File: src/rtl/dpwm_pkg.sv
package dpwm_pkg;

   localparam int FRAC_W = 6;

   typedef enum logic [1:0] {
      DRES_OFF = 2'd0,
      DRES_16  = 2'd1,
      DRES_32  = 2'd2,
      DRES_64  = 2'd3
   } dres_e;

   function automatic int unsigned dbits(dres_e m);
      case (m)
         DRES_16: return 4;
         DRES_32: return 5;
         DRES_64: return 6;
         default: return 0;
      endcase
   endfunction

   function automatic logic [FRAC_W-1:0] dmask(dres_e m);
      logic [FRAC_W:0] one;
      one = (FRAC_W+1)'(1) << dbits(m);
      return FRAC_W'(one - (FRAC_W+1)'(1));
   endfunction

endpackage

File: src/rtl/dpwm_shadow.sv
module dpwm_shadow
   import dpwm_pkg::*;
#(
   parameter int W = 16
) (
   input  logic         clk_i,
   input  logic         rst_i,
   input  logic         load_i,
   input  logic [W-1:0] per_i,
   input  logic [W-1:0] cmp_i,
   input  dres_e        mode_i,
   output logic [W-1:0] per_o,
   output logic [W-1:0] cmp_o,
   output dres_e        mode_o
);

   always_ff @(posedge clk_i or posedge rst_i) begin
      if (rst_i) begin
         per_o  <= '0;
         cmp_o  <= '0;
         mode_o <= DRES_OFF;
      end else if (load_i) begin
         per_o  <= per_i;
         cmp_o  <= cmp_i;
         mode_o <= mode_i;
      end
   end

endmodule

File: src/rtl/dpwm_split.sv
module dpwm_split
   import dpwm_pkg::*;
#(
   parameter int W = 16
) (
   input  logic [W-1:0]      val_i,
   input  dres_e             mode_i,
   output logic [W-1:0]      int_o,
   output logic [FRAC_W-1:0] frac_o
);

   always_comb begin
      int_o  = val_i >> dbits(mode_i);
      frac_o = val_i[FRAC_W-1:0] & dmask(mode_i);
   end

endmodule

File: src/rtl/dpwm_dither_acc.sv
module dpwm_dither_acc
   import dpwm_pkg::*;
(
   input  logic              clk_i,
   input  logic              rst_i,
   input  dres_e             mode_i,
   input  logic [FRAC_W-1:0] frac_i,
   input  logic              step_i,
   input  logic              restart_i,
   output logic              extra_o,
   output logic [FRAC_W-1:0] acc_o
);

   logic [FRAC_W-1:0] acc_q;
   logic [FRAC_W:0]   sum;
   logic [FRAC_W:0]   limit;
   logic [FRAC_W-1:0] acc_nxt;

   always_comb begin
      sum     = {1'b0, acc_q} + {1'b0, frac_i};
      limit   = (FRAC_W+1)'(1) << dbits(mode_i);
      extra_o = (sum >= limit);
      acc_nxt = sum[FRAC_W-1:0] & dmask(mode_i);
   end

   always_ff @(posedge clk_i or posedge rst_i) begin
      if (rst_i)
         acc_q <= '0;
      else if (restart_i)
         acc_q <= '0;
      else if (step_i)
         acc_q <= acc_nxt;
   end

   assign acc_o = acc_q;

endmodule

File: src/rtl/dpwm_frame_ctr.sv
module dpwm_frame_ctr
   import dpwm_pkg::*;
#(
   parameter int W = 16
) (
   input  logic         clk_i,
   input  logic         rst_i,
   input  dres_e        mode_i,
   input  logic [W:0]   per_eff_i,
   output logic         running_o,
   output logic [W:0]   cnt_o,
   output logic         wrap_o,
   output logic         cyc_load_o
);

   logic              run_q;
   logic [W:0]        cnt_q;
   logic [FRAC_W-1:0] fidx_q;
   logic              last_frame;

   always_comb begin
      last_frame = (fidx_q == dmask(mode_i));
      wrap_o     = run_q && (cnt_q == per_eff_i);
      cyc_load_o = !run_q || (wrap_o && last_frame);
   end

   always_ff @(posedge clk_i or posedge rst_i) begin
      if (rst_i) begin
         run_q  <= 1'b0;
         cnt_q  <= '0;
         fidx_q <= '0;
      end else if (!run_q) begin
         run_q  <= 1'b1;
         cnt_q  <= '0;
         fidx_q <= '0;
      end else if (wrap_o) begin
         cnt_q  <= '0;
         fidx_q <= last_frame ? '0 : fidx_q + 1'b1;
      end else begin
         cnt_q  <= cnt_q + 1'b1;
      end
   end

   assign running_o = run_q;
   assign cnt_o     = cnt_q;

endmodule

File: src/rtl/dpwm_top.sv
module dpwm_top
   import dpwm_pkg::*;
#(
   parameter int W = 16
) (
   input  logic         clk_i,
   input  logic         rst_i,
   input  logic [W-1:0] per_i,
   input  logic [W-1:0] cmp_i,
   input  logic [1:0]   res_i,
   output logic         pwm_o,
   output logic         frame_o
);

   localparam int NCH = 2;
   localparam int CH_PER = 0;
   localparam int CH_CMP = 1;

   if (W < FRAC_W + 2) begin : g_bad_width
      $error("dpwm_top: W must leave integer bits above the fraction");
   end

   logic        running;
   logic        frm_wrap;
   logic        cyc_load;
   logic [W:0]  cnt;
   logic [W-1:0] per_s;
   logic [W-1:0] cmp_s;
   dres_e       mode_s;

   logic [NCH-1:0][W-1:0]      raw_s;
   logic [NCH-1:0][W:0]        eff;
   logic [NCH-1:0][FRAC_W-1:0] acc_w;

   dpwm_shadow #(.W(W)) u_shadow (
      .clk_i  (clk_i),
      .rst_i  (rst_i),
      .load_i (cyc_load),
      .per_i  (per_i),
      .cmp_i  (cmp_i),
      .mode_i (dres_e'(res_i)),
      .per_o  (per_s),
      .cmp_o  (cmp_s),
      .mode_o (mode_s)
   );

   assign raw_s[CH_PER] = per_s;
   assign raw_s[CH_CMP] = cmp_s;

   for (genvar c = 0; c < NCH; c++) begin : g_ch
      logic [W-1:0]      int_w;
      logic [FRAC_W-1:0] frac_w;
      logic              extra_w;

      dpwm_split #(.W(W)) u_split (
         .val_i  (raw_s[c]),
         .mode_i (mode_s),
         .int_o  (int_w),
         .frac_o (frac_w)
      );

      dpwm_dither_acc u_acc (
         .clk_i     (clk_i),
         .rst_i     (rst_i),
         .mode_i    (mode_s),
         .frac_i    (frac_w),
         .step_i    (frm_wrap),
         .restart_i (cyc_load),
         .extra_o   (extra_w),
         .acc_o     (acc_w[c])
      );

      assign eff[c] = {1'b0, int_w} + (W+1)'(extra_w);
   end

   dpwm_frame_ctr #(.W(W)) u_ctr (
      .clk_i      (clk_i),
      .rst_i      (rst_i),
      .mode_i     (mode_s),
      .per_eff_i  (eff[CH_PER]),
      .running_o  (running),
      .cnt_o      (cnt),
      .wrap_o     (frm_wrap),
      .cyc_load_o (cyc_load)
   );

   assign pwm_o   = running && (cnt < eff[CH_CMP]);
   assign frame_o = running && (cnt == '0);

endmodule

File: config.mk
export PLATFORM = sky130hd
export DESIGN_NAME = dpwm_top
export DESIGN_NICKNAME = d
export VERILOG_FILES = /design/src/rtl/dpwm_pkg.sv /design/src/rtl/dpwm_shadow.sv /design/src/rtl/dpwm_split.sv /design/src/rtl/dpwm_dither_acc.sv /design/src/rtl/dpwm_frame_ctr.sv /design/src/rtl/dpwm_top.sv
export SDC_FILE = /design/constraint.sdc
export NUM_CORES = 1
export LEC_CHECK = 0
export BUFFER_PORTS_ARGS = -buffer_cell sky130_fd_sc_hd__buf_2
export CELL_PAD_IN_SITES_DETAIL_PLACEMENT = 1
export CELL_PAD_IN_SITES_GLOBAL_PLACEMENT = 2
export CORE_MARGIN = 1.5
export CORE_UTILIZATION = 37
export DETAILED_ROUTE_END_ITERATION = 6
export MAX_ROUTING_LAYER = met4
export PLACE_DENSITY_LB_ADDON = 0.1
export SETUP_SLACK_MARGIN = 0.2
export SYNTH_ARGS = -nofsm -noshare
export SYNTH_HDL_FRONTEND = slang
export SYNTH_SLANG_ARGS = --single-unit
File: constraint.sdc
create_clock -name clk_i -period 5.9 [get_ports clk_i]
set_clock_uncertainty 0.1 [all_clocks]
set_input_delay 0.59 -clock clk_i [delete_from_list [all_inputs] [get_ports clk_i]]
set_output_delay 0.59 -clock clk_i [all_outputs]
set_load 0.01 [all_outputs]
==> results.md <==
* Status: complete, no violations
* Share of cells above drive strength 1 at between 30 and 40%
* Layout fillers at approximately 1700
* Asr flop ratio synth at between 90% and 100%
* Drt drc at 0
* Rows at 46
* Crit Reg-Reg Startpoint: u_shadow.mode_o[1]
* Ys Warns at 0
* Buffers on Ports at 37
* Syn_area_per_cell at 10.4 sq um
* Cells after Synth at 573
* Drt wl/cell at approximately 20 um
* DIE WIDTH at between 100 and 150 um
* WHS Endpoint: u_shadow.cmp_o[2]
* P&R area growth vs syn at 23.9%
* CTS tree: done
* CP endpoint kind: primary output
* Initial antenna violation count at 0
* Vias in the first global route at approximately 4900
* Worst hold slack at between 0.3 and 0.4 ns
* IO Pins at 38
* Post-synth top flop: dfrtp_1
* Max_slew headroom at ~37%
* Later-pin clock latency in the skew report at approximately 0.34 ns
* Synthesized cell area at around 6000 sq um
* Design area at approximately 7400 sq um
* Final hold viol count at 0
* Slew @ Worst Pin at between 0.9 and 1 ns
* Post-DP Area at approximately 6500 sq um
* Clk slew on worst S/H paths at roughly 0.050 ns
* Max Clock Freq at approximately 0.17 GHz
* Slew Limit Fails at 0
* P_leak at approximately 3.4 nW
* Clock Sinks at 70
* PwrDens at 236 nW/um^2
* Die area at approximately 17000 sq um
* DP Wirelength at 12.0 mm
* Hold_sp: cmp_i[2]
* CP Launch Type: register
* N_diodes at 0
* Via count at about 4600
* FF-to-FF End: u_shadow.per_o[14]
* Largest net degree at the start of global routing at around 70
* GRT Util Overall at between 20% and 30%
* Total grt overflow at 0
* Post-DRT Antenna Nets at 0
* Maximum vdd ir drop at ~0.00014 V
* Period Utilization, post-route at a little under 100%
* Core area at 15800 sq um
* Initial Util at around 38%
* Yosys reg bits at 70
* Die span in y at 130 um
* RSZ-0062 raised after global routing: yes
* Hold depth at 2
* Minimum clock period at 5.81 ns
* Synth cell types at 60
* Met1 Usage GRT at about 29%
* Most Crowded Layer GR: met2
* Root Driver: clkbuf_16
* Cts hold-fix bufs at 0
* Reg2Reg Setup Slack at roughly 0.11 ns
* DR iter-0 viols at approximately 210
* Nets at a little over 700
* Final setup viols at 0
* RD Place Congestion at about 0.8
* GR Layer Usage met3 at between 3 and 4%
* Routed WL at 17.0 mm
* Met2 Use GR at a little over a third
* DR pass1 iterations at 5
* Maxcap violations at 0
* Crit path DAT at just over 5 ns
* CTS buffer count at 9
* H-tree depth at 3
* Vias per cell at between 5 and 6
* First-pass GRT wire length at around 28 mm
* Seq/Total Area, Yosys at a little under 30%
* Critical path fanouts, max at 7
* WS Path Type: reg -> out
* Final design utilization at a little under half
* Post-synth EDFFs at 0
* Worst Path Required at approximately 5.2 ns
* R2R cell count at 28
* Design Power at 0.00174 W
* Worst Hold Class: in -> reg
* Max clock buf depth at 2
area by class of cell:
class / instances / area (sq um) / share of cell area [%]
clock buffers: 14 / 264 / 3.58
multi-input cells: 462 / 4390 / 59.6
clock inverters: 1 / 5.00 / 0.0679
well taps: 216 / 270 / 3.67
flip-flops and latches: 70 / 1750 / 23.8
inverters: 22 / 82.6 / 1.12
repair buffers: 72 / 601 / 8.15
synth_stat cells, types with 7 or more instances:
master / n / share of area (%)
nand2b_1: 14 / 1.5
nand2_1: 32 / 2.0
mux2_4: 30 / 7.6
mux4_2: 18 / 6.8
inv_1: 22 / 1.4
nand3_1: 22 / 1.9
nand4_1: 8 / 0.84
o21ai_0: 12 / 1.0
and2_1: 12 / 1.3
ha_1: 51 / 11
a21o_1: 16 / 2.0
nor4_1: 7 / 0.74
mux2i_1: 11 / 1.9
nor3_1: 8 / 0.67
clkbuf_1: 12 / 0.76
a21oi_1: 22 / 1.9
xnor2_1: 33 / 4.9
xor2_1: 22 / 3.2
mux2_2: 12 / 2.3
dfrtp_1: 70 / 29
nor2b_1: 12 / 1.3
and3_1: 18 / 1.9
nor2_1: 35 / 2.2
cells in the final DEF (no fill, tap or decap), drive strengths merged, types with 2 or more instances in the layout:
cell    instances
o22a            2
dfrtp          70
or4             2
and4            3
or2             2
a21oi          23
a21o           16
nand3          23
inv            22
or3             3
nor2b          12
clkbuf         16
a31o            4
conb            7
o21ai          13
nor3            8
mux2i          11
nor2           35
buf            70
mux4           20
a31oi           5
and3           18
xnor2          33
ha             51
o211ai          2
o21bai          3
nand4           8
nor4            7
a22o            4
nand2b         14
fa              2
and2           13
nor4b           5
xor2           22
mux2           42
nor3b           4
nand2          32
worst max path at each step:
stage	start	endpoint	slack, ns	cells past startpoint
after floorplan	u_shadow.mode_o[0]	u_shadow.cmp_o[0]	-0.15	31
after global placement	u_shadow.mode_o[0]	g_ch[1].u_acc.acc_o[4]	0.03	25
after detailed placement	u_shadow.mode_o[0]	u_ctr.cnt_o[7]	-0.04	26
after CTS	u_shadow.mode_o[1]	pwm_o	0.05	27
after global routing	u_shadow.mode_o[1]	u_shadow.per_o[3]	-0.24	29
final	u_shadow.mode_o[1]	pwm_o	0.09	27
worst max-delay path, cell delays in order (launching register included):
cell and delay [ns]:
dfrtp_1 0.38, or2_4 0.30, buf_4 0.14, and2_4 0.16
ha_4 0.21, a21o_1 0.17, a21oi_2 0.19, o21bai_1 0.12
a21oi_2 0.19, xnor2_2 0.11, ha_1 0.28, nor2b_1 0.12
o21ai_1 0.07, nand2b_1 0.08, ha_2 0.21, and2_4 0.16
nand4_1 0.13, nor3_2 0.25, and3_4 0.24, nand3_4 0.08
xnor2_2 0.14, nand2_2 0.08, ha_4 0.26, a21o_1 0.17
a21oi_2 0.13, o211ai_1 0.11, a31oi_2 0.15, buf_2 0.15
per-stage QoR:
stage	std cells	worst slack, ns	setup TNS, ns
after floorplan	579	-0.151	-4.69
after global placement	821	0.0269	0
after detailed placement	821	-0.0441	-0.686
after CTS	847	0.0539	0
after global routing	857	-0.240	-6.76
final	857	0.0917	0
power breakdown:
group          internal, W  total (W)  switching, W
Combinational     0.000339   0.000657      0.000318
Sequential        0.000515   0.000572     0.0000576
Clock             0.000305   0.000507      0.000202
Total              0.00116    0.00174      0.000578
state kept, by name, summed over array words and instances (netlist names):
register          count
g_ch.u_acc.acc_o     12
u_ctr.cnt_o          17
u_ctr.fidx_q          6
u_ctr.running_o       1
u_shadow.cmp_o       16
u_shadow.mode_o       2
u_shadow.per_o       16
routing by layer:
metal  up-vias  share of wire (%)
met3        21                2.1
met4         0                1.8
met5         -                  0
met1      2356                 47
met2        63                 49
li1       2209                  -
timing repair:
action | in CTS | in global routing
setup buffers | 9 | 7
endpoints found under the setup margin | 69 | 69
pin swaps | 30 | 20
gates cloned | 2 | 3
gates resized for setup | 26 | 51
cells by family (layout without fill, tap and decap cells):
kind of cell	Yosys count	after routing	synth area share [%]
AOI/OAI and AO/OA	80	80	9.18
xor gates and xnor gates	55	55	8.11
adders and majority gates	53	53	11.4
buffers and inverters	48	109	4.36
DFF	70	70	29.5
muxes	73	73	19.4
other	1	7	0.0631
and+or+nand+nor	193	194	18.0
(Power assumes the default switching activity.)
